--- src/rtl/clksync_pkg.sv ---
package clksync_pkg;
  typedef enum logic [2:0] {
    ST_NORM = 3'b000,
    ST_HOLD = 3'b001,
    ST_FREE = 3'b010,
    ST_RST  = 3'b011,
    ST_AUTO = 3'b101
  } sync_st_e;

  localparam logic [1:0] MS_NORMAL = 2'b00;
  localparam logic [1:0] MS_HOLD   = 2'b01;
  localparam logic [1:0] MS_FREE   = 2'b10;
endpackage

--- src/rtl/clksync_rst_qual.sv ---
module clksync_rst_qual #(
  parameter int RST_MIN_US = 1,
  parameter int INIT_US    = 500
) (
  input  logic clk,
  input  logic arst_n,
  input  logic rst_pin_n,
  input  logic us_tick,
  input  logic in_reset,
  output logic rst_req,
  output logic init_done
);
  localparam int LW = $clog2(RST_MIN_US + 1) + 1;
  localparam int IW = $clog2(INIT_US + 1) + 1;
  localparam logic [LW-1:0] LOW_MAX  = LW'(RST_MIN_US);
  localparam logic [IW-1:0] INIT_MAX = IW'(INIT_US);

  logic [LW-1:0] low_cnt_q;
  logic [IW-1:0] init_cnt_q;

  // pin low time, counted in ticks, saturating at the qualifying width
  always_ff @(posedge clk or negedge arst_n) begin
    if (!arst_n)
      low_cnt_q <= '0;
    else if (rst_pin_n)
      low_cnt_q <= '0;
    else if (us_tick && low_cnt_q < LOW_MAX)
      low_cnt_q <= low_cnt_q + 1'b1;
  end

  assign rst_req = (low_cnt_q == LOW_MAX);

  // initialization timer runs only in Reset once the request is gone
  always_ff @(posedge clk or negedge arst_n) begin
    if (!arst_n)
      init_cnt_q <= '0;
    else if (!in_reset || rst_req)
      init_cnt_q <= '0;
    else if (us_tick && init_cnt_q < INIT_MAX)
      init_cnt_q <= init_cnt_q + 1'b1;
  end

  assign init_done = (init_cnt_q == INIT_MAX);


  pin_high_clears_chk: assert property (@(posedge clk) disable iff (!arst_n)
    rst_pin_n |=> !rst_req);
endmodule

--- src/rtl/clksync_rel_track.sv ---
module clksync_rel_track (
  input  logic clk,
  input  logic arst_n,
  input  logic active,
  input  logic ref_good,
  input  logic man_release,
  output logic rel_done
);
  logic rel_d_q;
  logic armed_q;
  logic rise, fall;

  assign rise = man_release & ~rel_d_q;
  assign fall = ~man_release & rel_d_q;

  always_ff @(posedge clk or negedge arst_n) begin
    if (!arst_n) begin
      rel_d_q <= 1'b0;
      armed_q <= 1'b0;
    end else begin
      rel_d_q <= man_release;
      if (!active || !ref_good) armed_q <= 1'b0;
      else if (rise)            armed_q <= 1'b1;
      else if (fall)            armed_q <= 1'b0;
    end
  end

  assign rel_done = active & ref_good & armed_q & fall;


  record_cleared_chk: assert property (@(posedge clk) disable iff (!arst_n)
    (!active || !ref_good) |=> !armed_q);
endmodule

--- src/rtl/clksync_mode_fsm.sv ---
module clksync_mode_fsm
  import clksync_pkg::*;
(
  input  logic       clk,
  input  logic       arst_n,
  input  logic       rst_req,
  input  logic       init_done,
  input  logic       rel_done,
  input  logic [1:0] mode_sel,
  input  logic       ref_good,
  input  logic       ref_sel_chg,
  input  logic       auto_rec_dis,
  input  logic       acq_done,
  output sync_st_e   state_q,
  output logic       lock
);
  sync_st_e state_d;
  logic     acq_seen_q;

  always_comb begin
    state_d = state_q;
    if (rst_req) begin
      state_d = ST_RST;
    end else if (state_q == ST_RST) begin
      if (init_done) state_d = ST_FREE;
    end else if (mode_sel == MS_FREE) begin
      state_d = ST_FREE;
    end else if (mode_sel == MS_HOLD || ref_sel_chg) begin
      state_d = ST_HOLD;
    end else if (mode_sel == MS_NORMAL) begin
      unique case (state_q)
        ST_FREE, ST_HOLD: if (ref_good) state_d = ST_NORM;
        ST_NORM:          if (!ref_good) state_d = ST_AUTO;
        ST_AUTO:          if (ref_good && (!auto_rec_dis || rel_done)) state_d = ST_NORM;
        default:          state_d = state_q;
      endcase
    end
  end

  always_ff @(posedge clk or negedge arst_n) begin
    if (!arst_n) begin
      state_q    <= ST_RST;
      acq_seen_q <= 1'b0;
    end else begin
      state_q    <= state_d;
      acq_seen_q <= (state_q == ST_NORM) && (state_d == ST_NORM) && (acq_seen_q || acq_done);
    end
  end

  assign lock = (state_q == ST_NORM) && acq_seen_q;


  force_free_chk: assert property (@(posedge clk) disable iff (!arst_n)
    (state_q != ST_RST && !rst_req && mode_sel == MS_FREE) |=> state_q == ST_FREE);


  auto_entry_chk: assert property (@(posedge clk) disable iff (!arst_n)
    (state_q == ST_NORM && !rst_req && mode_sel == MS_NORMAL && !ref_sel_chg && !ref_good)
      |=> state_q == ST_AUTO);


  lock_entry_chk: assert property (@(posedge clk) disable iff (!arst_n)
    (state_q == ST_NORM && $past(state_q) != ST_NORM) |-> !lock);


  init_exit_chk: assert property (@(posedge clk) disable iff (!arst_n)
    ($past(state_q) == ST_RST && state_q != ST_RST) |-> $past(init_done));


  manual_exit_chk: assert property (@(posedge clk) disable iff (!arst_n)
    ($past(state_q) == ST_AUTO && state_q == ST_NORM && $past(auto_rec_dis)) |-> $past(rel_done));
endmodule

--- src/rtl/clksync_mode_ctrl.sv ---
module clksync_mode_ctrl
  import clksync_pkg::*;
#(
  parameter int RST_MIN_US = 1,
  parameter int INIT_US    = 500
) (
  input  logic       clk,
  input  logic       arst_n,
  input  logic       rst_pin_n,
  input  logic       us_tick,
  input  logic [1:0] mode_sel,
  input  logic       ref_good,
  input  logic       ref_sel_chg,
  input  logic       auto_rec_dis,
  input  logic       man_release,
  input  logic       acq_done,
  output logic [2:0] state_code,
  output logic       lock,
  output logic       arith_halt,
  output logic       clk_stop,
  output logic       cpu_port_off
);
  sync_st_e st;
  logic     rst_req, init_done, rel_done;
  logic     in_reset;

  assign in_reset = (st == ST_RST);

  clksync_rst_qual #(.RST_MIN_US(RST_MIN_US), .INIT_US(INIT_US)) u_qual (
    .clk(clk), .arst_n(arst_n), .rst_pin_n(rst_pin_n), .us_tick(us_tick),
    .in_reset(in_reset), .rst_req(rst_req), .init_done(init_done)
  );

  clksync_rel_track u_rel (
    .clk(clk), .arst_n(arst_n), .active(st == ST_AUTO), .ref_good(ref_good),
    .man_release(man_release), .rel_done(rel_done)
  );

  clksync_mode_fsm u_fsm (
    .clk(clk), .arst_n(arst_n), .rst_req(rst_req), .init_done(init_done),
    .rel_done(rel_done), .mode_sel(mode_sel), .ref_good(ref_good),
    .ref_sel_chg(ref_sel_chg), .auto_rec_dis(auto_rec_dis), .acq_done(acq_done),
    .state_q(st), .lock(lock)
  );

  assign state_code   = st;
  assign arith_halt   = in_reset;
  assign clk_stop     = in_reset;
  assign cpu_port_off = in_reset;


  halt_on_reset_chk: assert property (@(posedge clk) disable iff (!arst_n)
    rst_req |=> (arith_halt && clk_stop && cpu_port_off));
endmodule

--- config.mk ---
export PLATFORM = sky130hd
export DESIGN_NAME = clksync_mode_ctrl
export DESIGN_NICKNAME = d
export VERILOG_FILES = /design/src/rtl/clksync_pkg.sv /design/src/rtl/clksync_rst_qual.sv /design/src/rtl/clksync_rel_track.sv /design/src/rtl/clksync_mode_fsm.sv /design/src/rtl/clksync_mode_ctrl.sv
export SDC_FILE = /design/constraint.sdc
export NUM_CORES = 1
export LEC_CHECK = 0
export ABC_AREA = 1
export BUFFER_PORTS_ARGS = -buffer_cell sky130_fd_sc_hd__buf_4
export CORE_ASPECT_RATIO = 1.75
export CORE_MARGIN = 5
export CORE_UTILIZATION = 30
export CTS_CLUSTER_SIZE = 10
export DETAILED_ROUTE_END_ITERATION = 10
export GPL_ROUTABILITY_DRIVEN = 0
export MAX_ROUTING_LAYER = met4
export PLACE_DENSITY = 0.48
export SLEW_MARGIN = 5
export SYNTH_ARGS = -nofsm -noshare
export SYNTH_HDL_FRONTEND = slang
export SYNTH_SLANG_ARGS = --single-unit
--- constraint.sdc ---
create_clock -name clk -period 2.3 [get_ports clk]
set_input_delay 0 -clock clk [delete_from_list [all_inputs] [get_ports clk]]
set_output_delay 0 -clock clk [all_outputs]
set_load 0.02 [all_outputs]
-- Word-level counts from Yosys, hierarchy flattened
Index checks and enable logic that the tools add are counted.
- register bits: 18
- bits of input ports: 11
- output and inout port bits: 7
- logic and storage cells: 64
- add/subtract/negate cells: 2
- order comparisons: 2
- equal/unequal tests: 8
- multiplexer cells: 17
- bitwise gates (word level): 7
- reduce and logical (&&, ||, !) cells: 22
- operators with widths (cell ; number):
    $mux 3 ; 9
    $mux 10 ; 2
    $add 10x1->10 const B ; 1
    $eq 10x9->1 const B ; 1
    $lt 10x9->1 const B ; 1
    $pmux 3 s3 ; 1
    $eq 3x2->1 const B ; 2
    $logic_and 1x1->1 ; 6
    $logic_not 3->1 ; 2
    $and 1x1->1 ; 5
    $logic_or 1x1->1 ; 5
    $eq 2x1->1 const B ; 2
    $logic_not 1->1 ; 4
    $mux 2 ; 2
    $reduce_bool 2->1 ; 2
    $eq 3x1->1 const B ; 1
    $eq 3x3->1 const B ; 1
    $mux 1 ; 3
    $reduce_bool 3->1 ; 1
    $add 2x1->2 const B ; 1
    $eq 2x2->1 const B ; 1
    $logic_not 2->1 ; 1
    $lt 2x1->1 const B ; 1
    $not 1->1 ; 2
    $reduce_or 2->1 ; 1

-- Longest topological paths before layout
Gate-level depths: netlist of run 1.
- word-level depth: 16
- depth in mapped cells: 11
- depth with buffers taken out: 10

-- Cells and area by module
From an unflattened synthesis of run 1, not the netlist that was laid out.
- cells, all modules: 173
- area total of the unflattened synthesis: 1222.4 µm²
- by module, submodules not included (module ; instances ; cells an instance ; area an instance (µm²) ; sequential area each (µm²)):
    clksync_rst_qual ; 1 ; 101 ; 752.0 ; 300.3
    clksync_mode_fsm ; 1 ; 51 ; 321.6 ; 102.6
    clksync_rel_track ; 1 ; 15 ; 118.9 ; 50.0
    clksync_mode_ctrl ; 1 ; 6 ; 30.0 ; 0.0

-- Worst setup path after synthesis of run 1
Ideal clock, no wire load.
- path type: flip-flop to flip-flop
- from: reg u_fsm.state_q[0]
- to: reg u_qual.init_cnt_q[5]
- library setup time: 65 ps
- arrival time: 1352 ps
- data required time: 2235 ps
- slack: 883 ps
- stages on the path, launching flop included: 9
- buffers on the path: 2
- period minus slack after synthesis: 1417 ps
- cell sequence: dfstp_2 > buf_4 > nand3_2 > nor2_4 > buf_6 > inv_2 > nor2_1 > nand2_1 > nand2_1
- longest elaborated chain between the ends: 4
- elaborated cells on any way between the ends: 5
- classes of those cells: eq/ne (1); mux (1); reduce/logical (3)
- RTL lines (what ; line ; text):
    start, declared ; clksync_mode_fsm.sv:14 ; output sync_st_e state_q,
    start signal, assigned ; clksync_mode_fsm.sv:45 ; state_q <= state_d;
    $eq 3x2->1 * ; clksync_mode_ctrl.sv:27 ; assign in_reset = (st == ST_RST);
    $logic_not 1->1 * ; clksync_rst_qual.sv:37 ; else if (!in_reset || rst_req)
    $logic_or 1x1->1 * ; clksync_rst_qual.sv:37 ;
    $mux 10 or $reduce_bool 2->1 (tied branches) ; -- ;
    end signal, assigned ; clksync_rst_qual.sv:40 ; init_cnt_q <= init_cnt_q + 1'b1;
    end, declared ; clksync_rst_qual.sv:19 ; logic [IW-1:0] init_cnt_q;
Every way passes the cells marked *; elsewhere a longest branch is shown, timed or not.
A chain may end at the register's enable or synchronous reset.

-- Worst setup path in the final report of run 1
- from: reg u_fsm.state_q[0]
- to: reg u_fsm.acq_seen_q
- longest elaborated chain between the ends: 16
- elaborated cells on any way between the ends: 24
- classes of those cells: eq/ne (4); mux (10); bitwise (3); reduce/logical (7)
- RTL lines (what ; line ; text):
    $eq 3x3->1 ; clksync_mode_fsm.sv:31, clksync_mode_ctrl.sv:35 ;
    $and 1x1->1 (3 in a row) ; clksync_rel_track.sv:28 ; assign rel_done = active & ref_good & armed_q & fall;
    $logic_or 1x1->1 ; clksync_mode_fsm.sv:34 ; ST_AUTO: if (ref_good && (!auto_rec_dis || rel_done)) state_d = ST_NORM;
    $logic_and 1x1->1 ; clksync_mode_fsm.sv:34 ;
    $mux 3 ; clksync_mode_fsm.sv:34 ;
    $pmux 3 s3 ; clksync_mode_fsm.sv:31 ; unique case (state_q)
    $mux 3 ; clksync_mode_fsm.sv:30 ; end else if (mode_sel == MS_NORMAL) begin
    $mux 3 ; clksync_mode_fsm.sv:28 ; end else if (mode_sel == MS_HOLD || ref_sel_chg) begin
    $mux 3 ; clksync_mode_fsm.sv:26 ; end else if (mode_sel == MS_FREE) begin
    $mux 3 ; clksync_mode_fsm.sv:24 ; end else if (state_q == ST_RST) begin
    $mux 3 ; clksync_mode_fsm.sv:22 ; if (rst_req) begin
    $logic_not 3->1 ; clksync_mode_fsm.sv:46 ; acq_seen_q <= (state_q == ST_NORM) && (state_d == ST_NORM) && (acq_seen_q || acq_done);
    $logic_and 1x1->1 * (2 in a row) ; clksync_mode_fsm.sv:46 ;
    end signal, assigned ; clksync_mode_fsm.sv:46 ;
    end, declared ; clksync_mode_fsm.sv:18 ; logic acq_seen_q;
Marks and branches as above.

==> impl_metrics.toml, run 1 <==
[status]
run_status = "completed"

[clocking]
cts-root-buf = "clkbuf_8"
holdBufCountCts = 2
clock_latency_ns = 0.26
post-cts-setup-buffers = 0
cts_buffers = 3
htree_levels = 1
clock-sinks = 18
cts_resized = 0
cts_tree = "yes"
clk_path_buf_depth = 2
clk_pin_slew_worst_paths_ns = 0.07

[floorplanning]
core_area_sq_um = 3630
die_x_um = 56.4
io_pins = 18
rows = 29
die_area_sq_um = 5150
initial_core_util = 0.312
die_h_um = 91.3

[critical_path]
path_max_fanout = 9
crit_arrival_ns = 1.68
critical_path_class = "flop to flop"
cp-end-kind = "flop"
required_ns = 2.49
start_kind = "flop"

[yosys]
synth_top_family_by_area = "simple AND/OR/NAND/NOR gates"
synthCells = 152
synth_fa_ha_area_frac = 0.0442
syn_avg_cell_area_sq_um = 7.45
syn-cell-area_sq_um = 1130
synth.distinct_cells = 24
yosys.area_share.simple = 0.360
synthXorXnorAreaFrac = 0.0155
synth-compound-area-share = 0.0773
synthMuxAreaShare = 0
synth.net_count = 167
seq_area_frac_synth = 0.400
yosys_warnings = 0
synth_seq_cells = 18

[timing]
period_share = 0.645
grt_setup_unrepaired = "false"
layout_setup_ws_ns = 0.817
worst_pin_slew_ns = 0.294
slew_viol_final = 0
relSlewSlack = 0.804
fmax_ghz = 0.674
setup_tns_ns = 0
hold_viol_final = 0
skew_ns = 0.00207
setup_violations = 0
period_needed_ns = 1.48

[global_route]
overflow = 0
grtUsageTotal = 0.110
grt_pass1_wl_mm = 4.37
grt_max_degree = 19
antenna_found_initial = 0
grt_pass1_vias = 1052

[layout]
syn_to_final_growth_pct = 20.0
drive_above_1_share = 0.211
antenna_cells = 0
utilization = 0.374
layout_common_cells = "34 x nand2_1, 20 x inv_1, 17 x nor2_1, 17 x buf_4, 16 x dfrtp_1"
final_cells = 217
mostFrequentLayoutCell = "nand2_1"
nFillCells = 409
final_nets = 187

[placement]
dp.cells = 211
dp_hpwl_mm = 2.10
io_buffers = 17
place_ws_ns = 0.806

[power_and_ir_drop]
p_leak_uw = 0.000661
pwr_density_cell_nw_per_um2 = 612
total_power_uw = 831
peakVddDrop_v = 0.000211

[worst_hold_path]
hold_class = "input pin to flop"

[detailed_routing]
vias = 1043
vias_per_cell = 4.81
post_drt_wl_per_cell_um = 11.9
firstDrtPassIters = 4
wl_mm = 2.58
drc = 0
drtAntennaViolNets = 0
drt_iter0_drc = 18

[run]
cap_violations = 0
## cells by family (layout without fill, tap and decap cells)
kind of cell | count (synthesis) | in the layout
compound gates | 17 | 17
xor+xnor | 2 | 2
fa+ha+maj | 4 | 4
buf+inv | 26 | 45
flops | 18 | 18
simple gates | 85 | 85
## registers in the layout, summed over array words and instances, names as in the netlist
signal and cells:
u_fsm.state_q 3, u_rel.rel_d_q 1, u_fsm.acq_seen_q 1, u_qual.low_cnt_q 2, u_rel.armed_q 1, u_qual.init_cnt_q 10
## routing by layer
metal | vias up | wire [um] | global-route usage
met5 | - | 0 | -
li1 | 521 | - | -
met3 | 9 | 114 | 0.0199
met1 | 489 | 915 | 0.0953
met4 | 0 | 104 | 0.0673
met2 | 24 | 1450 | 0.208
## report_power, final
group,total (uW),leakage [uW],internal [uW],switching (uW)
combinational,184,0.000395,69.9,114
clock,260,0.0000288,152,108
sequential,387,0.000237,352,35.2
total,831,0.000661,574,257
## final cells by class
type                            instances  area (sq um)  share of cell area
Clock buffer                            4          55.1              0.0405
Inverter                               22          82.6              0.0608
Multi-Input combinational cell        108           563               0.414
Sequential cell                        18           453               0.333
Tap cell                               46          57.6              0.0424
Timing Repair Buffer                   19           148               0.109
## per-stage QoR
step | instance area [sq um] | hold WS, ns
detailed placement | 1280 | -0.108
global route | 1360 | 0.0124
finish | 1360 | 0.0251
CTS | 1360 | 0.0109
global placement | 1280 | -0.113
floorplan | 1130 | -0.296
## critical path, cell delays in order, from the launching register on
cell     delay, ns
dfstp_2       0.62
nor2_1        0.08
nand2_1       0.14
nand2_1       0.07
nand2_1       0.07
nand3_2       0.08
nand2_1       0.06
nand2_1       0.05
nand2_1       0.10
nand2_1       0.06
nor2_1        0.08
## Yosys cell counts, drive strengths merged
cell    count  share of area
nor2       20          0.077
nand4       3          0.017
nor3        6          0.027
o21ai      10          0.044
nand2      37           0.13
a21oi       6          0.027
buf         4          0.030
dfrtp      16           0.35
dfstp       2          0.046
or2         2          0.011
nand3      17          0.095
a211oi      1         0.0066
xor2        2          0.015
inv        22          0.073
ha          4          0.044
## path summary, 6_finish.rpt
kind / start / to / slack, ns / cells past startpoint
min reg2reg: u_rel.rel_d_q$_DFF_PN0_ / u_rel.armed_q$_DFFE_PN0P_ / 0.49 / 1
max in group asynchronous: arst_n / u_fsm.state_q[1]$_DFF_PN1_ / 1.89 / 2
min: ref_good / u_rel.armed_q$_DFFE_PN0P_ / 0.03 / 3
max reg2reg: u_fsm.state_q[0]$_DFF_PN1_ / u_fsm.acq_seen_q$_DFF_PN0_ / 0.82 / 10
min in group asynchronous: arst_n / u_qual.low_cnt_q[1]$_DFFE_PN0P_ / 0.14 / 2
max: u_fsm.state_q[0]$_DFF_PN1_ / u_fsm.acq_seen_q$_DFF_PN0_ / 0.82 / 10
Note: power is estimated with default switching activity, not from simulation.
==> run 2: changes to the inputs <==
--- a/config.mk
+++ b/config.mk
@@ -14,7 +14,7 @@
 export DETAILED_ROUTE_END_ITERATION = 10
 export GPL_ROUTABILITY_DRIVEN = 0
 export MAX_ROUTING_LAYER = met4
-export PLACE_DENSITY = 0.48
+export PLACE_DENSITY = 0.49
 export SLEW_MARGIN = 5
 export SYNTH_ARGS = -nofsm -noshare
 export SYNTH_HDL_FRONTEND = slang
==> constraint.sdc (replaced) <==
create_clock -name clk -period 1.2 [get_ports clk]
set_input_delay 0 -clock clk [delete_from_list [all_inputs] [get_ports clk]]
set_output_delay 0 -clock clk [all_outputs]
set_load 0.02 [all_outputs]
==> run 2 against run 1 <==
Compared with the run above:
- design area up 40%
- the run now ends with negative setup slack left
- flip-flop and latch count unchanged
- non-clock buffer count up 40
- cell count up 18%
- via count up 15%
- die area unchanged
- sequential power up 94%
- register-to-register slack worse by 1.0 ns
- count of clock-buffer cells in the layout unchanged
==> impl_metrics.toml, run 2 (synthesized netlist as in run 1, its figures left out) <==
[critical_path]
cp-end-kind = "primary output"
required_ns = 1.20
crit_arrival_ns = 1.46
path_max_fanout = 6
worstRegToRegCells = 10
critical_path_class = "flop to primary output"
start_kind = "flop"

[detailed_routing]
firstDrtPassIters = 4
post_drt_wl_per_cell_um = 12.5
drtAntennaViolNets = 0
drt_iter0_drc = 21
drc = 0
vias = 1198
vias_per_cell = 4.66
wl_mm = 3.22

[power_and_ir_drop]
peakVddDrop_v = 0.000674
p_leak_uw = 0.000898
pwr_density_cell_nw_per_um2 = 1070

[placement]
dp_hpwl_mm = 2.30
dp.cells = 238
placed_cell_area_sq_um = 1510
io_buffers = 17

[global_route]
antenna_found_initial = 0
busiest_layer = "met2"
grt_pass1_wl_mm = 5.29
use_met1 = 0.121
met3_usage = 0.0170
grtUsageTotal = 0.133
grt_pass1_vias = 1242
grt_max_degree = 19
overflow = 0
grt_use_met2 = 0.262

[worst_hold_path]
holdPathStages = 3
hold_class = "input pin to flop"

[layout]
final_cells = 257
largest_register_ffs = 10
syn_to_final_growth_pct = 68.2
postLayoutCellArea_sq_um = 1900
top_register = "u_qual.init_cnt_q"
layout_common_cells = "41 x buf_4, 26 x nand2_1, 19 x inv_1"
reg.largest.list = "u_qual.init_cnt_q: 10 flops, u_fsm.state_q: 3 flops, u_qual.low_cnt_q: 2 flops"
antenna_cells = 0
mostFrequentLayoutCell = "buf_4"
final_nets = 227
drive_above_1_share = 0.512

[timing]
fmax_ghz = 0.685
setup_violations = 18
period_needed_ns = 1.46
relSlewSlack = 0.828
skew_ns = 0.000670
setup_tns_ns = -3.27
slew_viol_final = 0
layout_setup_ws_ns = -0.259
hold_viol_final = 0
worst_pin_slew_ns = 0.256
grt_setup_unrepaired = "true"
period_share = 1.22

[status]
failed_checks = "negative setup slack"
run_status = "finished with violations"

[floorplanning]
initial_core_util = 0.312
core_area_sq_um = 3630
die_h_um = 91.3
die_area_sq_um = 5150
io_pins = 18
die_x_um = 56.4
rows = 29

[clocking]
clock_latency_ns = 0.26
cts-root-buf = "clkbuf_8"
clk_path_buf_depth = 2
cts_tree = "yes"
clock-sinks = 18
htree_levels = 1
clk_pin_slew_worst_paths_ns = 0.07
cts_buffers = 3

[run]
cap_violations = 0
==> run 2: cell count changes in the layout (fill, tap and decap cells not counted), sizes merged <==
cell  delta
buf     +40
==> run 2: what timing repair did <==
item	4_1_cts	5_1_grt
hold endpoints to repair	19	0
setup endpoints to repair	19	20
pin swaps	12	23
hold buffers	2	0
gates resized for setup	19	40
setup buffers	7	7
==> run 2: path summary, 6_finish.rpt <==
kind / startpoint / to / slack (ns)
worst max-delay path: u_fsm.state_q[0]$_DFF_PN1_ / cpu_port_off / -0.26
worst min register to register: u_rel.rel_d_q$_DFF_PN0_ / u_rel.armed_q$_DFFE_PN0P_ / 0.48
max in group asynchronous: arst_n / u_fsm.state_q[1]$_DFF_PN1_ / 0.79
worst max register to register: u_fsm.state_q[0]$_DFF_PN1_ / u_fsm.acq_seen_q$_DFF_PN0_ / -0.22
worst min-delay path: ref_good / u_rel.armed_q$_DFFE_PN0P_ / 0.01
min in group asynchronous: arst_n / u_qual.init_cnt_q[4]$_DFFE_PN0P_ / 0.14
==> run 2: where the power goes <==
part	leakage (uW)	internal, uW	switching, uW
registers	0.000237	674	74.5
clock network	0.0000288	292	224
logic	0.000633	390	383
total	0.000898	1360	681
==> run 2: worst max-delay path, cell delays in order, from the launching register on <==
cell	delay [ns]
dfstp_2	0.61
buf_6	0.12
nand3_4	0.07
buf_6	0.14
inv_4	0.05
buf_6	0.10
buf_6	0.11
==> run 2: per-stage QoR <==
step	util	total power, uW	hold WS [ns]	setup slack (ns)
after floorplan	-	997	-0.296	-0.170
after global placement	0.415	1220	-0.111	-0.182
after detailed placement	0.415	1230	-0.109	-0.176
after CTS	0.471	1870	0.00766	-0.216
after global routing	0.525	2160	0.0237	-0.354
final	0.525	2040	0.00958	-0.259
==> run 2: cell type report <==
| cell class | count | area [sq um] |
|---|---|---|
| clock buffers | 4 | 55.1 |
| fillers | 350 | 1720 |
| multi-input cells | 108 | 729 |
| repair buffers | 59 | 517 |
| well taps | 46 | 57.6 |
| flip-flops and latches | 18 | 453 |
| inverters | 22 | 92.6 |
==> run 2: metal layers <==
metal | wire length, um | share of wire
met1 | 1110 | 0.34
met2 | 1920 | 0.60
met3 | 101 | 0.031
met4 | 88 | 0.027
met5 | 0 | 0
